### config.mk
export PLATFORM = sky130hd
export DESIGN_NAME = abacus_adder
export DESIGN_NICKNAME = d
export VERILOG_FILES = /design/src/rtl/abacus_adder.sv
export SDC_FILE = /design/constraint.sdc
export NUM_CORES = 1
export LEC_CHECK = 0
export BUFFER_PORTS_ARGS = -buffer_cell sky130_fd_sc_hd__buf_4
export CAP_MARGIN = 0
export CORE_AREA = 2 2 39 41
export DETAILED_ROUTE_END_ITERATION = 10
export DIE_AREA = 0 0 41 43
export PLACE_DENSITY = 0.64
export SETUP_SLACK_MARGIN = 0.2
export SLEW_MARGIN = 40
export SYNTH_ARGS = -nofsm -noshare
export SYNTH_HDL_FRONTEND = slang
export SYNTH_SLANG_ARGS = --single-unit
### constraint.sdc
create_clock -name vclk -period 3
set_input_delay 0.6 -clock vclk [all_inputs]
set_output_delay 0.6 -clock vclk [all_outputs]
set_load 0.1 [all_outputs]
### src/rtl/abacus_adder.sv
module abacus_adder #(
  parameter int N = 8
) (
  input  logic [N-1:0] a,
  input  logic [N-1:0] b,
  input  logic         cin,
  output logic [N-1:0] sum,
  output logic         cout
);
  localparam int DIG = N / 2;
  localparam int NIB = N / 4;

  logic [3*DIG-1:0] xb, yb;
  logic [6*DIG-1:0] kv;
  logic [DIG-1:0]   dci, dco;
  logic [NIB-1:0]   gg, gp;
  logic [NIB:0]     nc;

  function automatic logic la_carry(input int j, input logic [NIB-1:0] g,
                                    input logic [NIB-1:0] p, input logic ci);
    logic c, pr;
    c  = 1'b0;
    for (int k = 0; k < j; k++) begin
      pr = g[k];
      for (int m = k + 1; m < j; m++) pr = pr & p[m];
      c = c | pr;
    end
    pr = ci;
    for (int m = 0; m < j; m++) pr = pr & p[m];
    return c | pr;
  endfunction

  for (genvar d = 0; d < DIG; d++) begin : g_dig
    logic [1:0] xd, yd;
    logic [2:0] x, y;
    logic [5:0] k;
    logic       c, t2, t4, t6;
    assign xd = a[2*d +: 2];
    assign yd = b[2*d +: 2];
    assign xb[3*d +: 3] = {xd[1] & xd[0], xd[1], xd[1] | xd[0]};
    assign yb[3*d +: 3] = {yd[1] & yd[0], yd[1], yd[1] | yd[0]};
    assign x = xb[3*d +: 3];
    assign y = yb[3*d +: 3];
    assign k = x[2] ? {y, 3'b111} :
               x[1] ? {1'b0, y, 2'b11} :
               x[0] ? {2'b00, y, 1'b1} : {3'b000, y};
    assign kv[6*d +: 6] = k;
    assign c  = dci[d];
    assign t2 = k[1] | (k[0] & c);
    assign t4 = k[3] | (k[2] & c);
    assign t6 = k[5] | (k[4] & c);
    assign sum[2*d]     = (^k) ^ c;
    assign sum[2*d + 1] = (t2 & ~t4) | t6;
    assign dco[d] = t4;
  end

  for (genvar j = 0; j < NIB; j++) begin : g_nib
    logic gl, pl, gh, ph;
    assign gl = kv[12*j + 3];
    assign pl = kv[12*j + 2];
    assign gh = kv[12*j + 9];
    assign ph = kv[12*j + 8];
    assign dci[2*j]     = nc[j];
    assign dci[2*j + 1] = gl | (pl & nc[j]);
    assign gg[j] = gh | (ph & gl);
    assign gp[j] = ph & pl;
    assign nc[j + 1] = la_carry(j + 1, gg, gp, cin);
  end

  assign nc[0] = cin;
  assign cout  = nc[NIB];
endmodule

==> impl_metrics.toml <==
[clock_tree]
cts_hold_buffers = 0

[timing]
worstMarginPinSlew_ns = 0.434
maxSlewViolCount = 0
setup_ws_ns = 0.177
rsz0062_at_grt = "true"
setup_viol = 0
fin_crit_ns = 2.82
hold_viol = 0
maxSlewHeadroom = 0.709
clock.fmax_mhz = 354
timing.final.crit_share = 0.941
tns_ns = 0
fin_hold_ws_ns = 1.56

[synthesis]
synth_compound_gate_area_share = 0.260
synth_fa_ha_area_frac = 0.165
avgSynthCellArea_sq_um = 8.15
ys_warn_count = 0
synth_simple_gate_area_frac = 0.122
syn_inst = 39
synthDistinctLibCells = 18
syn_nets = 56
syn-cell-area_sq_um = 318
synth_mux_area_frac = 0
ys_seq_area_frac = 0
synth_top_family_by_area = "XOR/XNOR gates"
synth-xor-area-share = 0.441

[placed_design]
gp_congestion = 0.624
port_buffers = 26
place_area_sq_um = 618
dpl.cell_count = 82
post-place-ws_ns = 0.0548
dp_hpwl_microns = 681

[job]
maxCapViolCount = 0

[die]
fp.dieW_microns = 41
io_pins = 26
die-area_sq_um = 1760
num_rows = 14
core_sq_um = 1380
die_h_microns = 43
start_util = 0.230

[setup_path]
crit_chain = "buf_6 > maj3_2 > o221a_1 > or2_4 > o221a_4 > maj3_2 > buf_12"
end_kind = "output pin"
cp_common_cell = "maj3_2"
worstPathArrival_ns = 2.22
critPathMaxFanout = 3
cp_top_family = "adder cells"
cp_data_required_time_ns = 2.40
slowest_stage = "maj3_2"
cp.depth = 7
path_buf_inv = 2
start_kind = "primary input"
slowest_delay_ns = 0.33
worstSetupPathType = "primary input to output pin"

[grt]
grt-ovfl-total = 0
grt_usage = 0.0852
antenna_found_initial = 0
grt_pass1_wl_microns = 1130
grt_max_degree = 6
grt_pass1_vias = 309

[final_layout]
fillCellCount = 141
mostFrequentLayoutCell = "buf_4"
final_cell_mix = "buf_4, xnor2_1, xnor2_2, maj3_2"
ff_latch_area_sq_um = 0
nClkBuffers = 0
diodes = 0
post-route-util = 0.506
instances_no_fill = 86
seq_cell_count = 0
nets = 89
finalInstanceArea_sq_um = 701
area_growth_pct = 120
drive_gt1_frac = 0.643

[power]
powerDensity_nw_per_um2 = 513
p_leak_nw = 0.315
vdd_drop_max_mv = 0.245
finalPower_uw = 360

[route]
avgRoutedWirePerCell_microns = 9.01
vias = 395
drc = 0
avgViaCountPerCell = 4.59
finalWirelength_microns = 775
ant_nets = 0
first_pass_iters = 2
drtIter0Drc = 1

[min_path]
hold_depth = 3
worstHoldPathType = "primary input to output pin"

[outcome]
status = "completed"
## cell usage after synthesis
library cell,number,share of area
xnor2_1,15,0.41
maj3_1,3,0.094
nor2_1,3,0.035
a22oi_1,2,0.047
maj3_2,2,0.071
nand2_1,2,0.024
a2111oi_0,1,0.028
a21o_1,1,0.024
and2_0,1,0.020
inv_1,1,0.012
nand3_1,1,0.016
o21ai_0,1,0.016
o221a_1,1,0.035
o221a_4,1,0.063
o22a_1,1,0.028
o22ai_1,1,0.020
or2_4,1,0.028
xor2_1,1,0.028
## what timing repair did
item | 4_1_cts | 5_1_grt
setup buffers | 2 | 2
gates resized for setup | 12 | 2
pin swaps | 4 | 5
endpoints found under the hold margin | 0 | 0
endpoints found under the setup margin | 4 | 5
## final timing paths
kind	startpoint	to
min	a[0]	sum[0]
max	cin	cout
## cells by family after synthesis
family	count (synthesis)
compound gates	9
xor+xnor	16
fa+ha+maj	5
buf+inv	1
simple gates	8
## power breakdown
group / internal (mW) / switching [mW] / total [mW]
Clock: 0 / 0 / 0
Sequential: 0 / 0 / 0
Combinational: 0.124 / 0.236 / 0.360
## cell type report
cell class         count  area [sq um]  share of cell area
multi-input cells     38           393               0.561
repair buffers        31           284               0.405
inverters              1          3.75             0.00536
well taps             16          20.0              0.0286
## routing by layer
| layer | wire length [microns] | share of wire | track usage |
|---|---|---|---|
| met3 | 108 | 0.14 | 0.0157 |
| met5 | 0 | 0 | 0 |
| met2 | 387 | 0.50 | 0.159 |
| met1 | 280 | 0.36 | 0.0990 |
| met4 | 0 | 0 | 0 |
Power figures use the tool's default switching activity.
